File: src/rtl/divctl_pkg.sv
package divctl_pkg;

    localparam int INT_W  = 9;
    localparam int FRAC_W = 12;
    localparam int ADDR_W = 3;
    localparam int WORD_W = INT_W + FRAC_W + ADDR_W;

    localparam int FLD_LO   = ADDR_W;
    localparam int FLD_HI   = ADDR_W + FRAC_W - 1;
    localparam int INT_LO   = ADDR_W + FRAC_W;

    typedef logic [INT_W-1:0]  int_t;
    typedef logic [FRAC_W-1:0] frac_t;
    typedef logic [ADDR_W-1:0] addr_t;
    typedef logic [WORD_W-1:0] word_t;

    localparam addr_t ADDR_CHAN  = addr_t'(0);
    localparam addr_t ADDR_AUX   = addr_t'(1);
    localparam addr_t ADDR_PHASE = addr_t'(2);

    typedef struct packed {
        int_t  nint;
        frac_t frac;
        frac_t modulus;
        frac_t phase;
    } div_cfg_t;

    function automatic frac_t limit_to_mod(frac_t v, frac_t m);
        if (m == '0)
            return '0;
        else if (v >= m)
            return m - frac_t'(1);
        else
            return v;
    endfunction

endpackage

File: src/rtl/divctl_sync.sv
module divctl_sync #(
    parameter int STAGES = 2
) (
    input  logic clk,
    input  logic rst,
    input  logic din,
    output logic dout
);
    logic [STAGES-1:0] chain;

    always_ff @(posedge clk) begin
        if (rst)
            chain <= '0;
        else
            chain <= {chain[STAGES-2:0], din};
    end

    assign dout = chain[STAGES-1];
endmodule

File: src/rtl/divctl_shift.sv
module divctl_shift
    import divctl_pkg::*;
(
    input  logic  clk,
    input  logic  rst,
    input  logic  sck,
    input  logic  sdi,
    input  logic  sle,
    output logic  word_vld,
    output word_t word
);
    logic  sck_q, sle_q;
    word_t shreg;
    logic  sck_rise, sle_rise;

    assign sck_rise = sck & ~sck_q;
    assign sle_rise = sle & ~sle_q;

    always_ff @(posedge clk) begin
        if (rst) begin
            sck_q    <= 1'b0;
            sle_q    <= 1'b0;
            shreg    <= '0;
            word     <= '0;
            word_vld <= 1'b0;
        end else begin
            sck_q    <= sck;
            sle_q    <= sle;
            word_vld <= sle_rise;
            if (sck_rise)
                shreg <= {shreg[WORD_W-2:0], sdi};
            if (sle_rise)
                word <= shreg;
        end
    end
endmodule

File: src/rtl/divctl_bank.sv
module divctl_bank
    import divctl_pkg::*;
#(
    parameter int RST_MOD = 2
) (
    input  logic     clk,
    input  logic     rst,
    input  logic     word_vld,
    input  word_t    word,
    input  logic     pfd_stb,
    output div_cfg_t active,
    output logic     load
);
    localparam frac_t MOD_INIT = frac_t'(RST_MOD);

    frac_t    aux_shadow, ph_shadow;
    div_cfg_t staged;
    logic     pending;

    addr_t addr;
    frac_t field;
    int_t  int_field;
    logic  chan_hit;

    assign addr      = word[ADDR_W-1:0];
    assign field     = word[FLD_HI:FLD_LO];
    assign int_field = word[WORD_W-1:INT_LO];
    assign chan_hit  = word_vld && (addr == ADDR_CHAN);

    always_ff @(posedge clk) begin
        if (rst) begin
            aux_shadow     <= MOD_INIT;
            ph_shadow      <= '0;
            staged         <= '{nint: '0, frac: '0, modulus: MOD_INIT, phase: '0};
            active         <= '{nint: '0, frac: '0, modulus: MOD_INIT, phase: '0};
            pending        <= 1'b0;
            load           <= 1'b0;
        end else begin
            load <= 1'b0;
            if (word_vld) begin
                case (addr)
                    ADDR_AUX:   aux_shadow <= field;
                    ADDR_PHASE: ph_shadow  <= field;
                    ADDR_CHAN: begin
                        staged.nint    <= int_field;
                        staged.frac    <= field;
                        staged.modulus <= aux_shadow;
                        staged.phase   <= ph_shadow;
                        pending        <= 1'b1;
                    end
                    default: ;
                endcase
            end
            if (pfd_stb && pending && !chan_hit) begin
                active.nint    <= staged.nint;
                active.modulus <= staged.modulus;
                active.frac    <= limit_to_mod(staged.frac, staged.modulus);
                active.phase   <= limit_to_mod(staged.phase, staged.modulus);
                pending        <= 1'b0;
                load           <= 1'b1;
            end
        end
    end
endmodule

File: src/rtl/divctl_regif.sv
module divctl_regif
    import divctl_pkg::*;
#(
    parameter int SYNC_STAGES = 2,
    parameter int RST_MOD     = 2
) (
    input  logic              clk,
    input  logic              rst,
    input  logic              ser_clk,
    input  logic              ser_dat,
    input  logic              ser_le,
    input  logic              pfd_stb,
    output logic [INT_W-1:0]  div_int,
    output logic [FRAC_W-1:0] div_frac,
    output logic [FRAC_W-1:0] div_mod,
    output logic [FRAC_W-1:0] div_phase,
    output logic              div_load
);
    localparam int N_LINES = 3;

    logic [N_LINES-1:0] raw_lines, sync_lines;
    logic               word_vld;
    word_t              word;
    div_cfg_t           active;

    assign raw_lines = {ser_le, ser_dat, ser_clk};

    for (genvar g = 0; g < N_LINES; g++) begin : g_sync
        divctl_sync #(.STAGES(SYNC_STAGES)) u_sync (
            .clk  (clk),
            .rst  (rst),
            .din  (raw_lines[g]),
            .dout (sync_lines[g])
        );
    end

    divctl_shift u_shift (
        .clk      (clk),
        .rst      (rst),
        .sck      (sync_lines[0]),
        .sdi      (sync_lines[1]),
        .sle      (sync_lines[2]),
        .word_vld (word_vld),
        .word     (word)
    );

    divctl_bank #(.RST_MOD(RST_MOD)) u_bank (
        .clk      (clk),
        .rst      (rst),
        .word_vld (word_vld),
        .word     (word),
        .pfd_stb  (pfd_stb),
        .active   (active),
        .load     (div_load)
    );

    assign div_int   = active.nint;
    assign div_frac  = active.frac;
    assign div_mod   = active.modulus;
    assign div_phase = active.phase;
endmodule

File: config.mk
export PLATFORM = sky130hd
export DESIGN_NAME = divctl_regif
export DESIGN_NICKNAME = d
export VERILOG_FILES = /design/src/rtl/divctl_pkg.sv /design/src/rtl/divctl_sync.sv /design/src/rtl/divctl_shift.sv /design/src/rtl/divctl_bank.sv /design/src/rtl/divctl_regif.sv
export SDC_FILE = /design/constraint.sdc
export NUM_CORES = 1
export LEC_CHECK = 0
export BUFFER_PORTS_ARGS = -buffer_cell sky130_fd_sc_hd__buf_2
export CORE_ASPECT_RATIO = 1.4
export CORE_MARGIN = 2
export CORE_UTILIZATION = 36
export CTS_CLUSTER_SIZE = 12
export DETAILED_ROUTE_END_ITERATION = 10
export GPL_TIMING_DRIVEN = 0
export SLEW_MARGIN = 15
export SYNTH_ARGS = -nofsm -noshare
export SYNTH_HDL_FRONTEND = slang
export SYNTH_HIERARCHICAL = 1
export SYNTH_SLANG_ARGS = --single-unit
File: constraint.sdc
create_clock -name clk -period 2.4 [get_ports clk]
set_input_delay 0.36 -clock clk [delete_from_list [all_inputs] [get_ports clk]]
set_output_delay 0.36 -clock clk [all_outputs]
set_load 0.01 [all_outputs]
* Yosys cells after proc, flatten, opt, wreduce, memory -nomap -nowiden
Cells that the tools add are included.
** Word-level totals
- Memories :: 0
- Bits of input ports :: 6
- Register bits :: 173
- Word-level logic and storage cells :: 44
- Bits in latches :: 0
- Memory bits (read-only) :: 0
- Memory bits (writable) :: 0
** Cells by class
- Multiply operators :: 0
- Equal/unequal tests :: 2
- Add/sub/neg operators :: 1
- Magnitude comparators :: 2
- Shift operators :: 0
- Mux-type cells :: 5
- Reductions and logical operators :: 10
- Bitwise gates (word level) :: 4
- Div/mod/pow operators :: 0
** Operators with widths (count)
- $mux W12 :: 4
- $ge A12 B12 Y1 :: 2
- $logic_not A12 Y1 :: 1
- $sub A12 B1 Y12 const B :: 1
- $reduce_and A2 Y1 :: 3
- $eq A3 B1 Y1 const B :: 1
- $eq A3 B2 Y1 const B :: 1
- $logic_and A1 B1 Y1 :: 3
- $logic_not A3 Y1 :: 1
- $and A1 B1 Y1 :: 2
- $not A1 Y1 :: 2
- $reduce_or A2 Y1 :: 1
- $logic_not A1 Y1 :: 1
- $mux W1 :: 1

* Longest topological paths before layout
- Depth in word-level cells :: 5
- Depth in mapped cells :: 8

* Cells and area by module
Netlist, hierarchy kept.
** By module, submodules not included
- divctl_bank :: cells an instance 625, area an instance 5036.1 sq um, instances 1
- divctl_shift :: cells an instance 166, area an instance 1949.4 sq um, instances 1
- divctl_sync :: cells an instance 4, area an instance 52.6 sq um, instances 3

* Least setup slack after synthesis
OpenSTA, ideal clock, no wires.
- Path type :: reg-to-reg
- Start point :: register u_bank/staged[19] (netlist name)
- End point :: register, netlist name u_bank/active[25]
- Arrival :: 1.826 ns
- Setup time :: 0.134 ns
- Required time :: 2.266 ns
- Stages on the path, launching flop included :: 9
- Slack :: 0.440 ns
- Path buffers :: 1
- Cell sequence :: dfxtp_1 > inv_1 > ha_1 > a21oi_1 > o221ai_1 > a21oi_1 > o21a_1 > clkbuf_1 > o211ai_1
** On the way
- Cells in the longest elaborated chain, start to end :: 3
- Elaborated cells between the ends (all ways) :: 4
- Classes of those cells :: order compare: 1; mux: 2; reduce/logical: 1
** Ends and longest elaborated chain
- start: declaration :: RTL line divctl_bank.sv:17 : div_cfg_t staged;
- start signal: assignment :: RTL line divctl_bank.sv:34 : staged <= '{nint: '0, frac: '0, modulus: MOD_INIT, phase: '0};
- $ge A12 B12 Y1 :: RTL line divctl_pkg.sv:31 : else if (v >= m)
- $mux W12 :: RTL line divctl_pkg.sv:31
- $mux W12 (*) :: RTL line divctl_pkg.sv:29 : if (m == '0)
Every way passes the cells marked *; elsewhere a longest branch is shown, timed or not.
A chain may end at the register's enable or synchronous reset.

* Worst setup path in the final report
- Start point :: register u_bank/staged[13] (netlist name)
- End point :: register, netlist name u_bank/active[10]
** On the way
- Cells in the longest elaborated chain, start to end :: 3
- Elaborated cells between the ends (all ways) :: 5
- Classes of those cells :: add/sub: 1; order compare: 1; mux: 2; reduce/logical: 1
** Ends and longest elaborated chain (RTL line)
- $sub A12 B1 Y12 / $ge A12 B12 Y1 (equally long branches) :: divctl_pkg.sv:32, divctl_pkg.sv:31
- $mux W12 :: divctl_pkg.sv:31
- $mux W12 (*) :: divctl_pkg.sv:29
Marks and branches as above.

==> reports/results.ini <==
[sta]
worst_clock_skew_ps = 10.82
finalCriticalPeriod_ps = 2250
worst_slew_pin_slew_ps = 987.7
fmax_mhz = 444.4
rsz0062_at_grt = true
slew_viol_final = 0
setup_viol = 0
tns_ps = 0
slew_headroom_pct = 33.55
hold_viol = 0
fin_crit_sh_pct = 93.77

[cells_and_area]
drive_gt1_share_pct = 12.64
seq_area_mm2 = 0.003465
area_delta_synth_final_pct = 16.57
num_antenna_cells = 0
fin_util_pct = 42.29
multiInputGateArea_mm2 = 0.003359
fin_area_mm2 = 0.008327
layout_commonest_cell = nand2_1
fin_nets = 905
final_cell_mix = 223 x nand2_1, 172 x dfxtp_1, 100 x a21oi_1
n_fill_cell = 1976

[setup_path]
start_kind = flop
required_ps = 2700
cp_cell_sequence = inv_1, ha_1, nor4b_1, a311oi_4, buf_2, nand2_1, o211ai_1
cp.arrival_ps = 2550
worstRegToRegCells = 7
reg2reg_setup_slack_ps = 150
rr_endpoint = u_bank/active[10]
cp_max_fo = 10
end_kind = flop
crit_type = flop to flop
slowest_delay_ps = 440
critical-path-top-delay-family = simple AND/OR/NAND/NOR gates
cp_num_buf_inv = 2
slowest_stage = nor4b_1
rr_startpoint = u_bank/staged[13]

[drt]
first_pass_iters = 4
drt_iter0_drc = 273
viasPerCell = 4.951
drtAntennaViolNets = 0
drcViolationCount = 0
vias = 5634
avgRoutedWirePerCell_um = 15.52
wirelength_um = 17660

[yosys]
synthArstFlopShare_pct = 0
synthFlopType = dfxtp_1
ys_seq_area_share_pct = 48.48
synthDistinctLibCells = 43
syn_inst = 803
yosysWarnings = 6
ys_ff_latch = 173
synth_area_mm2 = 0.007143
syn-num-nets = 835
avgSynthCellArea_um2 = 8.896
synth_edf_count = 0

[clock_network]
cts-root-buf = clkbuf_16
cts_tree = built
cts_sinks = 173
holdBufCountCts = 0
postCtsSetupBuffers = 0
clk_latency_ps = 430
clk_pin_slew_ps = 70
clock_path_buffers = 2
htree_levels = 4
cts_buffers = 17

[grt]
grt_usage_pct = 17.31
overflow = 0
grt_pass1_wl_um = 27830
antenna_found_initial = 0
grt_pass1_vias = 5477
grt_max_degree = 18

[worst_hold_path]
hold_path_depth = 2
hold_end = g_sync[2].u_sync/chain[0]
hold_path.class = primary input to flop
min_from = ser_le

[job]
maxCapViolCount = 0

[floorplanning]
die_y_um = 170.7
initial_core_util_pct = 36.28
dieArea_mm2 = 0.02100
core-area_mm2 = 0.01969
dieWidth_um = 123.1
ioPinCount = 52
rows = 61

[placement]
port_buffers = 51
dp_hpwl_um = 13610
placedInstanceArea_mm2 = 0.007714
routabilityCongestion = 0.9146

[power]
switchingPower_mw = 1.331
power_frac_seq_pct = 49.3
p_per_area_mw_per_mm2 = 701.6
p_int_mw = 4.511
clkPwrFrac_pct = 47.7
p_leak_nw = 2.989
pwr-share-comb_pct = 3.0
irDropWorstVdd_mv = 0.4893
p_sw_share_pct = 22.79

[outcome]
status = completed

-- worst reg2reg max path, stage by stage, from the launching register on --
cell and delay, ps:
dfxtp_1 340, inv_1 250, ha_1 210, nor4b_1 440, a311oi_4 260, buf_2 280
nand2_1 210, o211ai_1 130
-- cells in the mapped netlist, types with 8 or more instances --
cell | n | area share (%)
xnor2_1 | 8 | 0.98
nor2b_1 | 10 | 0.88
a21oi_1 | 101 | 7.1
ha_1 | 26 | 4.6
o2111ai_1 | 24 | 2.9
nand2b_1 | 55 | 4.8
dfxtp_1 | 173 | 48
mux2i_1 | 47 | 6.6
clkbuf_1 | 38 | 2.0
nand2_1 | 223 | 12
o211ai_1 | 22 | 2.3
inv_1 | 15 | 0.79
-- state kept, by name, indices dropped and copies added, names as in the netlist --
| signal | cells |
|---|---|
| u_bank/ph_shadow | 12 |
| u_shift/word | 24 |
| u_bank/active | 45 |
| g_sync.u_sync/chain | 6 |
| u_bank/pending | 1 |
| u_shift/sle_q | 1 |
| u_bank/load | 1 |
| u_bank/aux_shadow | 12 |
| u_bank/staged | 45 |
| u_shift/shreg | 24 |
| u_shift/word_vld | 1 |
| u_shift/sck_q | 1 |
-- area by class of cell --
class | instances | area share [%]
sequential | 173 | 41.61
multi-input combinational | 563 | 40.35
clock buffer | 17 | 5.109
tap | 252 | 3.787
buffer | 52 | 3.336
timing repair buffer | 51 | 3.065
clock inverter | 15 | 2.074
inverter | 15 | 0.6762
-- cell families after synthesis --
kind of cell | count (synthesis) | synth area share, %
buf+inv | 67 | 4.607
flops | 173 | 48.48
mux | 47 | 6.586
compound gates | 162 | 14.08
xor+xnor | 9 | 1.104
fa+ha+maj | 26 | 4.554
simple gates | 319 | 20.58
-- stage by stage --
step                      total power [mW]  setup slack (ps)  std cells  hold WS [ps]
after global placement               3.125            -51.82       1106         418.9
after detailed placement             3.126            -52.00       1106         424.8
after CTS                            5.911             78.79       1138         125.4
after floorplan                      3.073             440.3        803         405.9
after global routing                 6.035            -8.372       1138         127.2
final                                5.842             149.6       1138         141.1
-- worst max path at each step --
stage | start | to | cells after the start
after floorplan | u_bank/staged[19] | u_bank/active[25] | 8
after global placement | u_bank/staged[12] | u_bank/active[10] | 7
after detailed placement | u_bank/staged[12] | u_bank/active[10] | 7
after CTS | u_bank/staged[13] | u_bank/active[10] | 7
after global routing | u_bank/staged[22] | u_bank/active[28] | 8
final | u_bank/staged[13] | u_bank/active[10] | 7
-- power groups by stage --
stage	sequential, mW	combinational (mW)	clock, mW
floorplan	2.95	0.127	0
detailed placement	2.95	0.179	0
finish	2.88	0.177	2.78
global route	2.88	0.192	2.96
CTS	2.88	0.180	2.85
global placement	2.95	0.178	0
-- per-layer routing --
metal  GRT usage, %  vias to the layer above  part of all wire (%)
met4          9.190                        0                   4.2
met2          32.91                       99                    54
li1               -                     2884                     -
met5              0                        -                     0
met3          3.133                       36                   2.6
met1          17.51                     2615                    39
-- timing repair --
action | in CTS | in global routing
resized for setup | 2 | 8
endpoints found under the setup margin | 16 | 21
pin swaps | 0 | 1
Power figures use the tool's default switching activity.
